===== config.mk =====
export PLATFORM = sky130hd
export DESIGN_NAME = fwd_select_unit
export DESIGN_NICKNAME = d
export VERILOG_FILES = /design/src/rtl/fwd_select_unit.sv
export SDC_FILE = /design/constraint.sdc
export NUM_CORES = 1
export LEC_CHECK = 0
export BUFFER_PORTS_ARGS = -buffer_cell sky130_fd_sc_hd__buf_2
export CORE_AREA = 2 2 39 41
export DETAILED_ROUTE_END_ITERATION = 6
export DIE_AREA = 0 0 41 43
export GPL_TIMING_DRIVEN = 0
export SETUP_SLACK_MARGIN = 0.02
export SLEW_MARGIN = 20
export SYNTH_ARGS = -nofsm -noshare
export SYNTH_HDL_FRONTEND = slang
export SYNTH_SLANG_ARGS = --single-unit

===== constraint.sdc =====
create_clock -name vclk -period 1.1
set_input_delay 0.11 -clock vclk [all_inputs]
set_output_delay 0.11 -clock vclk [all_outputs]
set_load 0.03 [all_outputs]

===== src/rtl/fwd_select_unit.sv =====
module fwd_select_unit #(
  parameter int RW = 5
) (
  input  logic [RW-1:0] ex_rs,
  input  logic [RW-1:0] ex_rt,
  input  logic [RW-1:0] mem_dst,
  input  logic          mem_wr,
  input  logic [RW-1:0] wb_dst,
  input  logic          wb_wr,
  output logic [1:0]    fwd_a,
  output logic [1:0]    fwd_b
);

  localparam logic [1:0] SEL_RF  = 2'b00;
  localparam logic [1:0] SEL_WB  = 2'b01;
  localparam logic [1:0] SEL_MEM = 2'b10;

  logic mem_live, wb_live;
  assign mem_live = mem_wr && (mem_dst != '0);
  assign wb_live  = wb_wr  && (wb_dst  != '0);

  logic [RW-1:0] src [2];
  logic [1:0]    sel [2];
  assign src[0] = ex_rs;
  assign src[1] = ex_rt;

  for (genvar i = 0; i < 2; i++) begin : g_opnd
    logic hit_mem, hit_wb;
    assign hit_mem = mem_live && (mem_dst == src[i]);
    assign hit_wb  = wb_live  && (wb_dst  == src[i]);
    assign sel[i]  = hit_mem ? SEL_MEM : (hit_wb ? SEL_WB : SEL_RF);
  end

  assign fwd_a = sel[0];
  assign fwd_b = sel[1];

endmodule



---- After elaboration in Yosys (flattened, before gate mapping) ----
Index checks and enable logic that the tools add are counted.
word-level totals
  bits in registers ....................... 0
  bits of input ports ..................... 22
  output and inout port bits .............. 4
  word-level logic and storage cells ...... 16
operators by class
  eq/ne operators ......................... 4
  muxes and demuxes ....................... 4
  reduce and logical (&&, ||, !) cells .... 8
operator list
  operator             count
  equality test 5 bit  4
  nonzero test 5 bit   2
  logical AND 1 bit    6
  two-way mux 2 bit    2
  two-way mux 1 bit    2

---- Longest topological paths before layout ----
Gate-level depths: netlist of run 1.
  depth after elaboration ................. 5
  gate-level depth with buffers ........... 4
  gate-level depth less buffers ........... 4

---- Worst setup path after synthesis of run 1 ----
Ideal clock, no wire load.
  kind .................................... input -> output
  from .................................... input port mem_dst[1]
  to ...................................... output port fwd_a[0]
  arrival time ............................ 1527 ps
  data required time ...................... 990 ps
  path slack .............................. -537 ps
  stages on the path ...................... 4
  path buffers ............................ 0
  cell sequence ........................... or4_1 > o21ai_2 > nor4_1 > nor4_2
on the way
  word-level cells in the longest chain between the ends .. 4
  elaborated cells between the ends (all ways) .. 5
  classes of those cells .................. 1 x eq/ne; 1 x mux; 3 x reduce/logical
RTL lines
  item                         RTL line  text
  from (decl)                  6         input logic [RW-1:0] mem_dst,
  nonzero test 5 bit           19        assign mem_live = mem_wr && (mem_dst != '0);
  logical AND 1 bit            19
  logical AND 1 bit *          29        assign hit_mem = mem_live && (mem_dst == src[i]);
  named net g_opnd[0].hit_mem  28        logic hit_mem, hit_wb;
  two-way mux 2 bit *          31        assign sel[i] = hit_mem ? SEL_MEM : (hit_wb ? SEL_WB : SEL_RF);
  to (decl)                    10        output logic [1:0] fwd_a,
Mark *: on every way through the listed nets, which the timed path passes. The rest lies on a longest branch.

---- Worst setup path after layout of run 1 ----
  from .................................... input port wb_dst[1]
  to ...................................... output port fwd_b[0]
on the way
  word-level cells in the longest chain between the ends .. 5
  elaborated cells between the ends (all ways) .. 6
  classes of those cells .................. 1 x eq/ne; 2 x mux; 3 x reduce/logical
RTL lines
  item                 RTL line  text
  from (decl)          8         input logic [RW-1:0] wb_dst,
  nonzero test 5 bit   20        assign wb_live = wb_wr && (wb_dst != '0);
  logical AND 1 bit    20
  logical AND 1 bit *  30        assign hit_wb = wb_live && (wb_dst == src[i]);
  two-way mux 1 bit *  31
  two-way mux 2 bit *  31
  to (decl)            11        output logic [1:0] fwd_b
Every way passes the cells marked *; elsewhere a longest branch is shown, timed or not.

==> results of run 1 <==
-- worst paths after layout --
check | start | endpoint | slack, ns | cells after the start
worst max-delay path | wb_dst[1] | fwd_b[0] | -0.36 | 5
worst min-delay path | wb_wr | fwd_a[0] | 0.64 | 4
-- routing by layer --
| metal | wire length (um) | vias up |
|---|---|---|
| met4 | 0 | 0 |
| met1 | 355 | 158 |
| li1 | - | 180 |
| met5 | 0 | - |
| met3 | 79 | 0 |
| met2 | 443 | 19 |
-- cells by family (layout without fill, tap and decap cells) --
| family | count (synthesis) | count (layout) |
|---|---|---|
| xor+xnor | 20 | 20 |
| simple gates | 13 | 13 |
| buf+inv | 2 | 29 |
| compound gates | 1 | 1 |
-- power breakdown --
group	internal, mW	switching [mW]	leakage [nW]
Sequential	0	0	0
Clock	0	0	0
Combinational	0.107	0.103	0.219
-- cells in the mapped netlist --
cell	count
nand3_1	2
nor4_1	2
xnor2_1	16
o21ai_2	1
nand4_1	2
buf_4	2
nor4_2	2
xor2_1	4
or4_1	2
nand2_1	2
nor2_1	1
-- through the flow --
| stage | area [sq um] | total power, mW | util |
|---|---|---|---|
| after floorplan | 303 | 0.0901 | - |
| after global routing | 564 | 0.226 | 0.408 |
| after detailed placement | 453 | 0.165 | 0.327 |
| final | 564 | 0.210 | 0.408 |
| after global placement | 453 | 0.163 | 0.327 |
| after CTS | 536 | 0.197 | 0.387 |
-- layout make-up --
type / count / share of cell area
timing repair buffer: 27 / 0.310
tap: 16 / 0.0355
buffer: 2 / 0.0266
multi-input combinational: 34 / 0.627
-- repair_timing --
action                     4_1_cts  5_1_grt
buffers inserted                 1        0
setup endpoints to repair        4        4
pin swaps                        6        3
resized for setup               17        5
==> results.sh, run 1 <==
export IMPL_post_place_ws_ns=-0.466
export IMPL_vdd_drop_max_v=0.000162
export IMPL_synth_top_family_by_area="XOR/XNOR gates"
export IMPL_die_height_um=43
export IMPL_num_antenna_cells=0
export IMPL_antenna_found_initial=0
export IMPL_synth_top_cell_area_share=0.491
export IMPL_seq_area_frac_synth=0
export IMPL_vias_per_cell=4.52
export IMPL_critPathLaunchType="input port"
export IMPL_synth_compound_area_frac=0.0307
export IMPL_grt_pass1_vias=359
export IMPL_wire_per_inst_um=11.1
export IMPL_slowest_delay_ns=0.52
export IMPL_muxShareOfSynthArea=0
export IMPL_first_pass_iters=2
export IMPL_synth_area_sq_um=285
export IMPL_rsz0062_at_grt="yes"
export IMPL_grt_max_degree=4
export IMPL_path_delay_family="simple AND/OR/NAND/NOR gates"
export IMPL_std_cell_rows=14
export IMPL_hold_path_class="in2out"
export IMPL_instances_no_fill=79
export IMPL_grt_busiest_layer="met2"
export IMPL_tightest_slew_ns=0.379
export IMPL_yosys_area_top_type="xnor2_1"
export IMPL_grt_overflow_total=0
export IMPL_max_freq_ghz=0.686
export IMPL_multiInputGateArea_sq_um=354
export IMPL_critical_path_slowest_cell="or4_1"
export IMPL_synth_fa_ha_area_frac=0
export IMPL_antenna_left=0
export IMPL_ios=26
export IMPL_synth_xor_area_share=0.614
export IMPL_syn_mean_instance_area_sq_um=7.92
export IMPL_final_seq_area_sq_um=0
export IMPL_gr_usage_met2=0.191
export IMPL_fin_hold_ws_ns=0.643
export IMPL_nets=87
export IMPL_die_x_um=41
export IMPL_area_growth_pct=97.8
export IMPL_synth_nets=58
export IMPL_track_usage=0.107
export IMPL_outcome="finished, violations left"
export IMPL_floorplan_initialDensity=0.206
export IMPL_drt_iter0_drc=3
export IMPL_synthCells=36
export IMPL_tns_ns=-1.25
export IMPL_dieArea_sq_um=1760
export IMPL_grt_pass1_wl_um=1410
export IMPL_layout_common_cells="buf_2 (20), xnor2_1 (14)"
export IMPL_synth_area_leaders="xnor2_1 (49%), xor2_1 (12%), nor4_2 (8.8%), buf_4 (5.3%), or4_1 (5.3%)"
export IMPL_setup_ws_ns=-0.357
export IMPL_dp_hpwl_um=751
export IMPL_synth_distinct_cells=11
export IMPL_slew_viol_final=0
export IMPL_setup_viol=4
export IMPL_setup_worst_path_class="in2out"
export IMPL_drc=0
export IMPL_critPathBufInv=2
export IMPL_gp_congestion=0.724
export IMPL_place_inst=78
export IMPL_max_cap_viol_count=0
export IMPL_leakagePower_nw=0.219
export IMPL_hold_violations=0
export IMPL_slew_headroom=0.747
export IMPL_p_per_area_nw_per_um2=372
export IMPL_n_sequential_cell=0
export IMPL_end_kind="output pin"
export IMPL_worst_path_max_fanout=3
export IMPL_fin_crit_ns=1.46
export IMPL_port_buffers=26
export IMPL_core_area_sq_um=1380
export IMPL_fillerInstances=157
export IMPL_yosysWarnings=0
export IMPL_drive_above_1_share=0.619
export IMPL_violations="negative setup slack"
export IMPL_wirelength_um=878
export IMPL_hold_buffers=0
export IMPL_clkbuf_count=0
export IMPL_cp_cell_sequence="buf_2 > or4_1 > nor2_1 > nor4_4 > buf_4"
export IMPL_yosys_area_share_simple=0.303
export IMPL_vias=357
export IMPL_worstPathRequired_ns=0.99
export IMPL_gr_usage_met1=0.146
export IMPL_cp_arrival_ns=1.35
export IMPL_use_met3=0
export IMPL_finalCritPeriodShare=1.32
export IMPL_final_common_cell="buf_2"
Power figures use the tool's default switching activity.
==> run 2, diff against run 1 <==
--- a/config.mk
+++ b/config.mk
@@ -10,6 +10,7 @@
 export DETAILED_ROUTE_END_ITERATION = 6
 export DIE_AREA = 0 0 41 43
 export GPL_TIMING_DRIVEN = 0
+export PLACE_DENSITY = 0.65
 export SETUP_SLACK_MARGIN = 0.02
 export SLEW_MARGIN = 20
 export SYNTH_ARGS = -nofsm -noshare
==> run 2 against run 1 <==
Against the previous run: the run still ends with negative setup slack left; power decreased by 5.4%; via count is 1.1% lower; routed wire length rose by 1.4%; critical path depth is 1 higher; die area unchanged; global-route usage decreased by 0.30 points; count of clock-buffer cells in the layout unchanged; combinational power is 5% lower; largest power group unchanged.
==> results.sh, run 2 (synthesis gave the netlist of run 1 again) <==
export IMPL_grt_pass1_wl_um=1360
export IMPL_gr_usage_met2=0.175
export IMPL_grt_busiest_layer="met2"
export IMPL_setup_ws_ns=-0.353
export IMPL_hold_violations=0
export IMPL_use_met3=0
export IMPL_rsz0062_at_grt="yes"
export IMPL_setup_viol=4
export IMPL_cp_arrival_ns=1.34
export IMPL_drt_iter0_drc=0
export IMPL_end_kind="output pin"
export IMPL_cp_cell_sequence="buf_8 > or4_4 > o21ai_4 > nor4_4 > nor4_4 > buf_4"
export IMPL_core_area_sq_um=1380
export IMPL_post_place_ws_ns=-0.490
export IMPL_setup_worst_path_class="in2out"
export IMPL_vias_per_cell=4.47
export IMPL_drive_above_1_share=0.571
export IMPL_wire_per_inst_um=11.3
export IMPL_p_per_area_nw_per_um2=367
export IMPL_critical_path_slowest_cell="or4_4"
export IMPL_wirelength_um=890
export IMPL_final_seq_area_sq_um=0
export IMPL_die_x_um=41
export IMPL_timing_critical_path_mode_cell="nor4_4"
export IMPL_grt_max_degree=4
export IMPL_worst_path_max_fanout=2
export IMPL_track_usage=0.104
export IMPL_utilization=0.392
export IMPL_leakagePower_nw=0.205
export IMPL_fin_hold_ws_ns=0.637
export IMPL_slowest_delay_ns=0.53
export IMPL_hold_path_endpoint="fwd_a[0]"
export IMPL_first_pass_iters=1
export IMPL_fin_crit_ns=1.45
export IMPL_dieArea_sq_um=1760
export IMPL_area_growth_pct=89.9
export IMPL_place_inst=78
export IMPL_vdd_drop_max_v=0.000172
export IMPL_antenna_left=0
export IMPL_hold_path_class="in2out"
export IMPL_violations="negative setup slack"
export IMPL_critPathLaunchType="input port"
export IMPL_port_buffers=26
export IMPL_n_sequential_cell=0
export IMPL_hold_path_startpoint="wb_wr"
export IMPL_clkbuf_count=0
export IMPL_gp_congestion=0.701
export IMPL_nets=87
export IMPL_slew_headroom=0.793
export IMPL_hold_buffers=0
export IMPL_layout_common_cells="buf_2 (20), xnor2_1 (16)"
export IMPL_std_cell_rows=14
export IMPL_num_antenna_cells=0
export IMPL_grt_overflow_total=0
export IMPL_final_common_cell="buf_2"
export IMPL_instances_no_fill=79
export IMPL_p_total_uw=199
export IMPL_die_height_um=43
export IMPL_slew_viol_final=0
export IMPL_max_freq_ghz=0.688
export IMPL_grt_pass1_vias=325
export IMPL_antenna_found_initial=0
export IMPL_worstPathRequired_ns=0.99
export IMPL_whs_path_depth=4
export IMPL_drc=0
export IMPL_vias=353
export IMPL_dp_hpwl_um=788
export IMPL_max_cap_viol_count=0
export IMPL_tightest_slew_ns=0.308
export IMPL_finalCritPeriodShare=1.32
export IMPL_ios=26
export IMPL_floorplan_initialDensity=0.206
export IMPL_gr_usage_met1=0.152
export IMPL_outcome="finished, violations left"
run 2: cell counts in the layout (fill, tap and decap cells not counted):
No cell type changed its count.
run 2: layout make-up:
class,instances,area [sq um]
Fill cell,147,842
Multi-Input combinational cell,34,332
Timing Repair Buffer,27,175
Tap cell,16,20.0
Buffer,2,15.0
run 2: metal layers:
metal,up-vias,wire length (um),share of wire
met1,155,379,0.43
met5,-,0,0
li1,180,-,-
met3,0,69,0.078
met2,18,441,0.50
met4,0,0,0
run 2: worst max path at each step:
stage | start | end | depth (start not counted)
after CTS | mem_dst[2] | fwd_b[0] | 6
after global routing | mem_dst[2] | fwd_b[0] | 6
after floorplan | mem_dst[1] | fwd_a[0] | 4
after global placement | mem_dst[1] | fwd_b[0] | 6
after detailed placement | mem_dst[1] | fwd_b[0] | 6
final | mem_dst[2] | fwd_b[0] | 6
run 2: power by group:
| group | switching (mW) | internal, mW | leakage [nW] | total (mW) |
|---|---|---|---|---|
| Sequential | 0 | 0 | 0 | 0 |
| Combinational | 0.0978 | 0.101 | 0.205 | 0.199 |
| Clock | 0 | 0 | 0 | 0 |
run 2: per-stage QoR:
stage | TNS (ns) | instance area (sq um)
after floorplan | -0.710 | 303
after global placement | -1.71 | 453
after detailed placement | -1.77 | 453
after CTS | -1.39 | 536
after global routing | -1.45 | 542
final | -1.25 | 542
run 2: critical path: cells and delay by family:
| family | cells | cell delay [ns] |
|---|---|---|
| simple gates | 3 | 0.74 |
| buf+inv | 2 | 0.29 |
| compound gates | 1 | 0.20 |
run 2: repair_timing:
action / 4_1_cts / 5_1_grt
gates cloned: 0 / 0
pin swaps: 6 / 1
endpoints found under the setup margin: 4 / 4
buffers inserted: 1 / 0
resized for setup: 17 / 2
==> run 3, diff against run 2 <==
--- a/config.mk
+++ b/config.mk
@@ -11,6 +11,7 @@
 export DIE_AREA = 0 0 41 43
 export GPL_TIMING_DRIVEN = 0
 export PLACE_DENSITY = 0.65
+export REMOVE_ABC_BUFFERS = 1
 export SETUP_SLACK_MARGIN = 0.02
 export SLEW_MARGIN = 20
 export SYNTH_ARGS = -nofsm -noshare
==> run 3 against run 2 <==
Against the previous run: the run still ends with negative setup slack left; fmax shrank 5.0%; non-clock buffer count shrank 1; setup slack lost 0.077 ns; routed wire length grew 1.2%; flip-flop and latch count is the same; via count grew 1.4%; critical path type unchanged; critical endpoint unchanged; largest cell class unchanged; highest routed layer unchanged.
==> results.sh, run 3 (synthesis gave the netlist of run 1 again) <==
export IMPL_outcome="finished, violations left"
export IMPL_violations="negative setup slack"
export IMPL_drive_above_1_share=0.548
export IMPL_port_buffers=26
export IMPL_instances_no_fill=78
export IMPL_track_usage=0.111
export IMPL_critPathLaunchType="input port"
export IMPL_final_common_cell="buf_2"
export IMPL_fin_hold_ws_ns=0.608
export IMPL_hold_path_class="in2out"
export IMPL_use_met3=0.0209
export IMPL_clkbuf_count=0
export IMPL_die_x_um=41
export IMPL_vias=358
export IMPL_gp_congestion=0.735
export IMPL_grt_pass1_wl_um=1440
export IMPL_tightest_slew_ns=0.256
export IMPL_leakagePower_nw=0.199
export IMPL_die_height_um=43
export IMPL_cp_cell_sequence="buf_8 > or4_4 > o21ai_4 > nor4_4 > nor4_2 > buf_4"
export IMPL_setup_ws_ns=-0.431
export IMPL_critical_path_slowest_cell="or4_4"
export IMPL_setup_viol=4
export IMPL_vdd_drop_max_v=0.000158
export IMPL_drc=0
export IMPL_dp_hpwl_um=768
export IMPL_stdcell_area_sq_um=507
export IMPL_n_sequential_cell=0
export IMPL_worst_path_max_fanout=2
export IMPL_fillerInstances=161
export IMPL_hold_violations=0
export IMPL_finalCritPeriodShare=1.39
export IMPL_end_kind="output pin"
export IMPL_post_place_ws_ns=-0.513
export IMPL_p_per_area_nw_per_um2=375
export IMPL_whs_path_depth=4
export IMPL_drt_iter0_drc=1
export IMPL_cp_arrival_ns=1.42
export IMPL_p_total_uw=190
export IMPL_antenna_left=0
export IMPL_place_inst=76
export IMPL_multiInputGateArea_sq_um=312
export IMPL_worstPathRequired_ns=0.99
export IMPL_dpl_cell_area_sq_um=420
export IMPL_grt_busiest_layer="met2"
export IMPL_path_delay_family="simple AND/OR/NAND/NOR gates"
export IMPL_vias_per_cell=4.59
export IMPL_final_seq_area_sq_um=0
export IMPL_critPathBufInv=2
export IMPL_grt_overflow_total=0
export IMPL_hold_path_startpoint="wb_wr"
export IMPL_grt_pass1_vias=375
export IMPL_wirelength_um=901
export IMPL_std_cell_rows=14
export IMPL_gr_usage_met2=0.225
export IMPL_fin_crit_ns=1.53
export IMPL_setup_worst_path_class="in2out"
export IMPL_slowest_delay_ns=0.54
export IMPL_ios=26
export IMPL_num_antenna_cells=0
export IMPL_gr_usage_met1=0.111
export IMPL_first_pass_iters=2
export IMPL_wire_per_inst_um=11.6
export IMPL_slew_headroom=0.828
export IMPL_area_growth_pct=77.6
export IMPL_layout_common_cells="buf_2 (20), xnor2_1 (16), buf_4 (5)"
export IMPL_max_freq_ghz=0.653
export IMPL_hold_path_endpoint="fwd_b[0]"
export IMPL_max_cap_viol_count=0
export IMPL_floorplan_initialDensity=0.206
export IMPL_rsz0062_at_grt="yes"
export IMPL_grt_max_degree=4
export IMPL_slew_viol_final=0
export IMPL_nets=86
export IMPL_dieArea_sq_um=1760
export IMPL_antenna_found_initial=0
export IMPL_core_area_sq_um=1380
-- run 3: cell types whose count changed in the layout (fill, tap and decap cells not counted), sizes merged --
cell and change:
buf -1
-- run 3: worst min-delay path: stages --
cell and delay [ns]:
buf_2 0.11, nand4_1 0.08, nor4_2 0.04, buf_4 0.16
-- run 3: what timing repair did --
item | 4_1_cts | 5_1_grt
endpoints found under the setup margin | 4 | 4
hold buffers | 0 | 0
cloned | 0 | 0
endpoints found under the hold margin | 0 | 0
gates resized for setup | 16 | 0
buffers inserted | 2 | 0
pin swaps | 6 | 1
-- run 3: how the worst max path moves through the flow --
stage,cells after the start,from,to
detailed placement,6,mem_dst[1],fwd_a[0]
floorplan,4,mem_dst[4],fwd_a[0]
global route,6,mem_dst[3],fwd_b[0]
CTS,6,mem_dst[3],fwd_b[0]
global placement,6,mem_dst[1],fwd_b[0]
finish,6,mem_dst[3],fwd_b[0]
-- run 3: layout make-up --
cell class / count / area share
multi-input combinational: 34 / 0.615
tap: 16 / 0.0395
timing repair buffer: 28 / 0.346
-- run 3: routing by layer --
metal	up-vias	share of wire
li1	178	-
met1	162	0.41
met2	18	0.50
met3	0	0.085
met4	0	0
met5	-	0
-- run 3: report_power, final --
part / total (mW) / switching [mW] / internal [mW]
Combinational: 0.190 / 0.0926 / 0.0975
Sequential: 0 / 0 / 0
Clock: 0 / 0 / 0
-- run 3: per-stage QoR --
step	utilization	setup TNS, ns
after floorplan	-	-2.20
after global placement	0.304	-1.42
after detailed placement	0.304	-1.44
after CTS	0.366	-1.43
after global routing	0.366	-1.53
final	0.366	-1.31
